[src/rtl/pbit_irq_pkg.sv]
package pbit_irq_pkg;
  localparam int unsigned ADDR_W = 4;
  localparam logic [ADDR_W-1:0] OFS_ENABLE = 4'h0;
  localparam logic [ADDR_W-1:0] OFS_STATUS = 4'h4;

  typedef enum logic [1:0] {
    REG_NONE,
    REG_ENABLE,
    REG_STATUS
  } reg_sel_e;

  function automatic reg_sel_e decode_ofs(input logic [ADDR_W-1:0] ofs);
    if (ofs == OFS_ENABLE) return REG_ENABLE;
    if (ofs == OFS_STATUS) return REG_STATUS;
    return REG_NONE;
  endfunction
endpackage

[src/rtl/pbit_irq_enable.sv]
module pbit_irq_enable #(
  parameter int unsigned W = 32
) (
  input  logic         clk,
  input  logic         rst_n,
  input  logic         wr_i,
  input  logic [W-1:0] wdata_i,
  output logic [W-1:0] en_reg_o,
  output logic [W-1:0] en_set_o,
  output logic [W-1:0] mask_o
);
  logic [W-1:0] en_reg_q, en_set_q, mask_q;
  logic [W-1:0] grown, delta;

  always_comb begin
    grown = en_set_q | wdata_i;
    delta = en_reg_q ^ wdata_i;
  end

  always_ff @(posedge clk or negedge rst_n) begin
    if (!rst_n) begin
      en_reg_q <= '0;
      en_set_q <= '0;
      mask_q   <= '0;
    end else if (wr_i) begin
      if (wdata_i == '0 && en_set_q == '0) begin
        en_reg_q <= '0;
      end else if (grown != en_set_q) begin
        // new sources join the set; mask untouched
        en_set_q <= grown;
        en_reg_q <= wdata_i;
      end else begin
        // no new source: differing bits toggle the mask
        if (|(delta & wdata_i)) mask_q <= mask_q & ~delta;
        else                    mask_q <= mask_q | delta;
        en_reg_q <= wdata_i;
      end
    end
  end

  assign en_reg_o = en_reg_q;
  assign en_set_o = en_set_q;
  assign mask_o   = mask_q;
endmodule

[src/rtl/pbit_irq_edge.sv]
module pbit_irq_edge #(
  parameter int unsigned W = 32
) (
  input  logic         clk,
  input  logic         rst_n,
  input  logic [W-1:0] src_i,
  input  logic [W-1:0] en_set_i,
  output logic [W-1:0] sel_o
);
  logic [W-1:0] src_q;

  always_ff @(posedge clk or negedge rst_n) begin
    if (!rst_n) src_q <= '0;
    else        src_q <= src_i;
  end

  assign sel_o = src_i & ~src_q & en_set_i;
endmodule

[src/rtl/pbit_irq_slice.sv]
module pbit_irq_slice (
  input  logic clk,
  input  logic rst_n,
  input  logic sel_i,
  input  logic msk_i,
  input  logic clr_i,
  input  logic replay_i,
  output logic st_o,
  output logic pd_o,
  output logic irq_o
);
  logic st_q, pd_q, irq_q;
  logic st_n, pd_n, irq_n;

  always_comb begin
    st_n  = st_q;
    pd_n  = pd_q;
    irq_n = irq_q;
    // bus write first
    if (clr_i) st_n = 1'b0;
    if (replay_i) begin
      if (pd_q) begin
        st_n  = 1'b1;
        pd_n  = 1'b0;
        irq_n = 1'b1;
      end else begin
        irq_n = 1'b0;
      end
    end
    // then the source event, against post-write status
    if (sel_i) begin
      if (msk_i || st_n) begin
        pd_n = 1'b1;
      end else begin
        st_n  = 1'b1;
        irq_n = 1'b1;
      end
    end
  end

  always_ff @(posedge clk or negedge rst_n) begin
    if (!rst_n) begin
      st_q  <= 1'b0;
      pd_q  <= 1'b0;
      irq_q <= 1'b0;
    end else begin
      st_q  <= st_n;
      pd_q  <= pd_n;
      irq_q <= irq_n;
    end
  end

  assign st_o  = st_q;
  assign pd_o  = pd_q;
  assign irq_o = irq_q;
endmodule

[src/rtl/pbit_irq_router.sv]
module pbit_irq_router
  import pbit_irq_pkg::*;
#(
  parameter int unsigned SRC_W = 32,
  parameter int unsigned N_OUT = 10
) (
  input  logic              clk,
  input  logic              rst_n,
  input  logic [SRC_W-1:0]  src_lines,
  input  logic              bus_wr,
  input  logic [ADDR_W-1:0] bus_addr,
  input  logic [SRC_W-1:0]  bus_wdata,
  output logic [SRC_W-1:0]  bus_rdata,
  output logic [N_OUT-1:0]  irq_out
);
  localparam int unsigned PAD_W = SRC_W - N_OUT;

  reg_sel_e         rsel;
  logic             wr_en, wr_st, wr_replay;
  logic [SRC_W-1:0] en_reg, en_set, mask_all, sel_all;
  logic [N_OUT-1:0] st_vec, pd_vec;
  logic             unused_hi;

  assign rsel      = decode_ofs(bus_addr);
  assign wr_en     = bus_wr && (rsel == REG_ENABLE);
  assign wr_st     = bus_wr && (rsel == REG_STATUS) && (bus_wdata != '0);
  assign wr_replay = wr_st && (bus_wdata != '1);

  pbit_irq_enable #(.W(SRC_W)) u_enable (
    .clk      (clk),
    .rst_n    (rst_n),
    .wr_i     (wr_en),
    .wdata_i  (bus_wdata),
    .en_reg_o (en_reg),
    .en_set_o (en_set),
    .mask_o   (mask_all)
  );

  pbit_irq_edge #(.W(SRC_W)) u_edge (
    .clk      (clk),
    .rst_n    (rst_n),
    .src_i    (src_lines),
    .en_set_i (en_set),
    .sel_o    (sel_all)
  );

  // sources at or above N_OUT have no slice
  assign unused_hi = ^{sel_all[SRC_W-1:N_OUT], mask_all[SRC_W-1:N_OUT]};

  for (genvar i = 0; i < N_OUT; i++) begin : g_bit
    pbit_irq_slice u_slice (
      .clk      (clk),
      .rst_n    (rst_n),
      .sel_i    (sel_all[i]),
      .msk_i    (mask_all[i]),
      .clr_i    (wr_st && bus_wdata[i]),
      .replay_i (wr_replay && bus_wdata[i]),
      .st_o     (st_vec[i]),
      .pd_o     (pd_vec[i]),
      .irq_o    (irq_out[i])
    );
  end

  always_comb begin
    unique case (rsel)
      REG_ENABLE: bus_rdata = en_reg;
      REG_STATUS: bus_rdata = {{PAD_W{1'b0}}, st_vec};
      default:    bus_rdata = '0;
    endcase
  end
endmodule

[config.mk]
export PLATFORM = sky130hd
export DESIGN_NAME = pbit_irq_router
export DESIGN_NICKNAME = d
export VERILOG_FILES = /design/src/rtl/pbit_irq_pkg.sv /design/src/rtl/pbit_irq_enable.sv /design/src/rtl/pbit_irq_edge.sv /design/src/rtl/pbit_irq_slice.sv /design/src/rtl/pbit_irq_router.sv
export SDC_FILE = /design/constraint.sdc
export NUM_CORES = 1
export LEC_CHECK = 0
export BUFFER_PORTS_ARGS = -buffer_cell sky130_fd_sc_hd__buf_2
export CORE_MARGIN = 2
export CORE_UTILIZATION = 58
export DETAILED_ROUTE_END_ITERATION = 10
export PLACE_DENSITY_LB_ADDON = 0.05
export RECOVER_POWER = 100
export SYNTH_ARGS = -nofsm -noshare
export SYNTH_HDL_FRONTEND = slang
export SYNTH_HIERARCHICAL = 1
export SYNTH_SLANG_ARGS = --single-unit
export TNS_END_PERCENT = 5
[constraint.sdc]
create_clock -name clk -period 2.24 [get_ports clk]
set_input_delay 0.336 -clock clk [delete_from_list [all_inputs] [get_ports clk]]
set_output_delay 0.336 -clock clk [all_outputs]
set_load 0.1 [all_outputs]
==> results of run 1 <==
[worst register-to-register path, stage by stage, from the launching register on]
cell       delay, ns
dfrtp_1         0.39
nor2b_1         0.09
a2111oi_1       0.43
nand4_1         0.27
buf_4           0.24
nor4_1          0.26
mux2_1          0.37
[stage by stage]
step           cells  power, mW  setup slack (ns)  utilization [%]  TNS (ns)
2_1_floorplan    581       4.10            0.0437                -         0
3_5_place_dp     835       4.79            -0.130             72.9     -6.13
4_1_cts          878       7.14            0.0209             79.0         0
6_report         878       7.05            0.0528             76.9         0
5_1_grt          878       7.35           0.00724             76.9         0
3_3_place_gp     835       4.71            -0.128             72.9     -6.79
[state kept, by name (all words and copies together) (netlist names), named ones only]
| signal | cells |
|---|---|
| u_enable/en_reg_o | 32 |
| u_edge/src_q | 10 |
| g_bit.u_slice/irq_o | 10 |
| g_bit.u_slice/st_o | 10 |
| u_enable/en_set_o | 32 |
| g_bit.u_slice/pd_o | 10 |
[per-layer routing]
metal / track usage [%] / vias up
li1: - / 2366
met1: 42.5 / 2616
met2: 53.2 / 212
met3: 8.47 / 31
met4: 11.7 / 0
met5: 0 / -
[power by group]
group	internal, mW	total, mW	leakage, nW	switching [mW]
logic	0.612	1.95	1.95	1.34
registers	2.49	2.78	1.30	0.286
clock network	1.43	2.32	0.256	0.889
total	4.53	7.05	3.51	2.52
[what timing repair did]
action | 4_1_cts | 5_1_grt
pin swaps | 0 | 0
gates resized for setup | 1 | 11
hold buffers | 11 | 0
endpoints found under the hold margin | 47 | 0
endpoints found under the setup margin | 4 | 10
buffers inserted | 0 | 0
[final timing paths]
check / cells past startpoint / slack, ns / from / to
hold reg to reg: 2 / 0.49 / g_bit[2].u_slice/pd_o / g_bit[2].u_slice/pd_o
setup reg to reg: 6 / 0.05 / u_enable/en_set_o[6] / register
hold / removal: 2 / 0.1 / bus_wdata[16] / u_enable/en_set_o[16]
setup / recovery: 6 / 0.05 / u_enable/en_set_o[6] / register
min in group asynchronous: 2 / 0.53 / rst_n / u_enable/en_reg_o[27]
max in group asynchronous: 3 / 0.34 / rst_n / u_enable/en_set_o[2]
[placed cells by master, fill, tap and decap left out, types with 3 or more instances in the layout]
cell type,n
a2111oi_1,5
a22o_1,10
a31o_1,32
and2_0,29
and2_1,4
and3_1,10
and3b_1,10
buf_12,22
buf_2,46
buf_4,46
clkbuf_1,13
clkbuf_16,16
clkbuf_2,13
clkbuf_4,6
clkbuf_8,4
clkinv_2,6
dfrtp_1,114
dlygate4sd3_1,11
ha_1,32
inv_1,60
mux2_1,10
nand2_1,53
nand2b_1,10
nand3b_1,10
nand4_1,18
nor2b_1,31
nor2b_4,3
nor4_1,42
o21ai_0,28
o21ai_1,24
o221ai_1,3
o221ai_2,7
[layout make-up]
type | count | area share [%]
Clock buffer | 26 | 6.10
Clock inverter | 6 | 0.383
Inverter | 60 | 2.88
Multi-Input combinational cell | 383 | 35.6
Sequential cell | 114 | 36.4
Tap cell | 136 | 2.17
Timing Repair Buffer | 153 | 16.5
==> results.cfg, run 1 <==
[routing]
dr_wl_met3_um = 1130
via_per_inst = 5.95
vias = 5225
post-route-drc-count = 0
firstDrtPassIters = 5
detail_route.iter0.violations = 348
maxUsedRoutingLayer = met4
routedLengthMet1_um = 7440
routed_wl_um = 17400
wire_per_inst_um = 19.9
wl_met2_um = 8520
drtAntennaViolNets = 0

[cells_and_area]
n_antenna_cell = 0
drive_above_1_share_pct = 24.1
post-route-cell-area_mm2 = 0.00783
synthToLayoutAreaGrowth_pct = 30.2
nets = 832
nFillCells = 685
multi_input_area_mm2 = 0.00279
ff_latch_area_mm2 = 0.00285

[setup_path]
critical-path-top-delay-family = simple AND/OR/NAND/NOR gates
crit_path_start_kind = register
path_cells = nor2b_1, a2111oi_1, nand4_1, buf_4, nor4_1, mux2_1
crit_fanout = 5
crit_buf_inv = 1
crit_type = reg -> reg
worstSetupEndpointType = register
crit_slowest_cell = a2111oi_1
crit_required_ns = 2.64
crit_arrival_ns = 2.58
cpPeakStageDelay_ns = 0.43

[clocking]
path_clk_slew_ns = 0.05
cts-root-buf = clkbuf_8
cts_num_sinks = 114
cts_max_level = 4
numCtsBuffers = 17
clk_latency_ns = 0.53
cts_tree = done
cts_max_path_buffers = 2

[yosys]
synth_nets = 684
syn-cell-area_mm2 = 0.00602
netlist_instances = 581
syn_avg_cell_area_um2 = 10.4
ys_warn_count = 6

[timing]
worst_hold_slack_ns = 0.0972
report.final.slew_viol_count = 0
slew_headroom_pct = 28.8
worst_slew_pin_slew_ns = 1.07
fin_worst_skew_ns = 0.0105
setup_viol = 0
max_freq_mhz = 457
rsz0062_at_grt = no
finalCritPeriodShare_pct = 97.6
period_minus_slack_ns = 2.19
finalHoldViolations = 0

[placed_design]
io_buffers = 90
dp_hpwl_um = 12300
place.gp.congestion = 0.869
placement.cell_area_mm2 = 0.00742

[global_routing]
grt-ovfl-total = 0
grt_pass1_wl_um = 27800
grtUsageTotal_pct = 32.7
grt_max_degree = 51
grt_antenna_before_repair = 0
grt_pass1_vias = 5474

[job]
drv_cap = 0

[power]
ir_worst_vdd_mv = 0.711
powerDensity_mw_per_mm2 = 900
leakage_nw = 3.51

[floorplanning]
die_y_um = 106
dieWidth_um = 106
start_util_pct = 59.1
core_region_area_mm2 = 0.0102
fp-row-count = 37
die_area_mm2 = 0.0112
ioPinCount = 113

[status]
status = finished clean

[hold_path]
min_path_type = in -> reg
No activity file was read; power rests on OpenSTA's default activity.
==> inputs of run 2 (changes only) <==
Settings changed: PLACE_DENSITY from default to 0.79, PLACE_DENSITY_LB_ADDON 0.05 to default.
==> run 2 against run 1 <==
Effect of this change: the run now ends with max-capacitance violations, max-slew violations, negative setup slack left; hold slack lost 0.00055 ns; worst setup slack got worse by 0.12 ns; power rose by 3.5%; first-iteration DRC count increased by 22%; highest routed layer unchanged.
==> results.cfg, run 2 (synthesized netlist as in run 1, its figures left out) <==
[status]
status = finished, violations left
violations = max-capacitance violations, max-slew violations, negative setup slack

[cells_and_area]
instances_no_fill = 881
drive_above_1_share_pct = 26.2
post-route-cell-area_mm2 = 0.00806
final_common_cell = dfrtp_1
synthToLayoutAreaGrowth_pct = 33.9
n_antenna_cell = 0
mostFrequentLayoutCells = 114 x dfrtp_1, 60 x inv_1, 53 x nand2_1, 46 x buf_4, 41 x buf_2
utilization_pct = 79.1
nets = 835

[floorplanning]
fp-row-count = 37
die_y_um = 106
start_util_pct = 59.1
ioPinCount = 113
core_region_area_mm2 = 0.0102
die_area_mm2 = 0.0112
dieWidth_um = 106

[power]
seq_power_share_pct = 38.1
switchingPower_mw = 2.57
leakage_nw = 3.60
powerDensity_mw_per_mm2 = 905
p_clk_share_pct = 34.1
internal_power_mw = 4.72
total_power_mw = 7.29
ir_worst_vdd_mv = 0.625
netSwitchingFraction_pct = 35.3
comb_power_share_pct = 27.8

[timing]
finalHoldViolations = 0
fin_worst_skew_ns = 0.00661
rsz0062_at_grt = no
max_freq_mhz = 433
setup_viol = 33
slew_headroom_pct = -5.48
finalCritPeriodShare_pct = 103
fin_tns_setup_ns = -0.546
report.final.slew_viol_count = 29
worst_slack_ns = -0.0685
period_minus_slack_ns = 2.31
worst_slew_pin_slew_ns = 1.58

[setup_path]
crit_fanout = 9
worstSetupEndpointType = register
crit_arrival_ns = 2.69
crit_required_ns = 2.62
crit_type = reg -> reg
cpPeakStageDelay_ns = 0.48
regToRegStartpoint = u_enable/en_set_o[4]
crit_slowest_cell = a2111oi_0
crit_start = u_enable/en_set_o[4]
crit_path_start_kind = register
worstRegToRegCells = 6
r2r_setup_slack_ns = -0.07
path_cells = nor2b_1, a2111oi_0, nand4_1, buf_4, nor4_2, mux2_1

[global_routing]
grt_pass1_vias = 5631
grt_pass1_wl_um = 28400
grt_antenna_before_repair = 0
grt_max_degree = 60
grt-ovfl-total = 0
grtUsageTotal_pct = 33.0

[placed_design]
place.gp.congestion = 0.934
io_buffers = 90
placement.cell_area_mm2 = 0.00747
dp_hpwl_um = 12400
dp_cells = 838

[routing]
firstDrtPassIters = 7
via_per_inst = 6.01
drtAntennaViolNets = 0
wl_met2_um = 9060
routedLengthMet1_um = 6850
dr_wl_met3_um = 1280
post-route-drc-count = 0
vias = 5291
wire_per_inst_um = 20.1
routed_wl_um = 17700
maxUsedRoutingLayer = met4
detail_route.iter0.violations = 425

[clocking]
post_cts_buffers = 0
path_clk_slew_ns = 0.06
numCtsBuffers = 17
cts_tree = done
cts_max_path_buffers = 2
cts_num_sinks = 114
cts_max_level = 4
clk_latency_ns = 0.51
cts-root-buf = clkbuf_8

[job]
drv_cap = 1

[hold_path]
min_path_type = in -> reg
-- run 2: worst min path at each step --
stage,startpoint,endpoint,cells past startpoint
after floorplan,rst_n,g_bit[0].u_slice/irq_o,0
after global placement,rst_n,g_bit[1].u_slice/pd_o,1
after detailed placement,rst_n,g_bit[1].u_slice/st_o,1
after CTS,bus_wdata[17],u_enable/en_set_o[17],2
after global routing,bus_wdata[17],u_enable/en_set_o[17],2
final,bus_wdata[17],u_enable/en_set_o[17],2
-- run 2: power groups by stage --
stage	Combinational [mW]	Sequential, mW	Clock, mW
final	2.02	2.78	2.49
after floorplan	0.874	3.23	0
after global routing	2.15	2.83	2.62
after detailed placement	1.99	2.80	0
after global placement	1.92	2.77	0
after CTS	2.05	2.77	2.51
-- run 2: area by class of cell --
class,instances,area [µm²]
Multi-Input combinational cell,383,2860
Sequential cell,114,2850
Fill cell,663,2130
Timing Repair Buffer,156,1390
Clock buffer,23,477
Inverter,60,225
Tap cell,136,170
Clock inverter,9,80.1
-- run 2: worst max-delay path, delay by kind of cell, from the launching register on --
family,cells,cell delay [ns]
AO/OA/AOI/OAI,1,0.48
buffers and inverters,1,0.28
flip-flops,1,0.40
multiplexers,1,0.39
AND/OR/NAND/NOR,3,0.63
-- run 2: per-layer routing --
| metal | vias to the layer above | GRT usage [%] |
|---|---|---|
| met1 | 2628 | 41.5 |
| met5 | - | 0 |
| li1 | 2380 | - |
| met2 | 238 | 56.6 |
| met4 | 0 | 12.5 |
| met3 | 45 | 6.43 |
-- run 2: stage by stage --
| stage | setup slack (ns) | hold WS, ns |
|---|---|---|
| 2_1_floorplan | 0.0437 | 0.0404 |
| 3_3_place_gp | -0.221 | 0.275 |
| 3_5_place_dp | -0.265 | 0.283 |
| 4_1_cts | 0.0262 | 0.0892 |
| 5_1_grt | 0.00268 | 0.0932 |
| 6_report | -0.0685 | 0.0966 |
-- run 2: what timing repair did --
action	CTS	global route
hold buffers	11	0
hold endpoints to repair	37	0
resized for setup	7	10
endpoints found under the setup margin	12	13
pin swaps	0	3
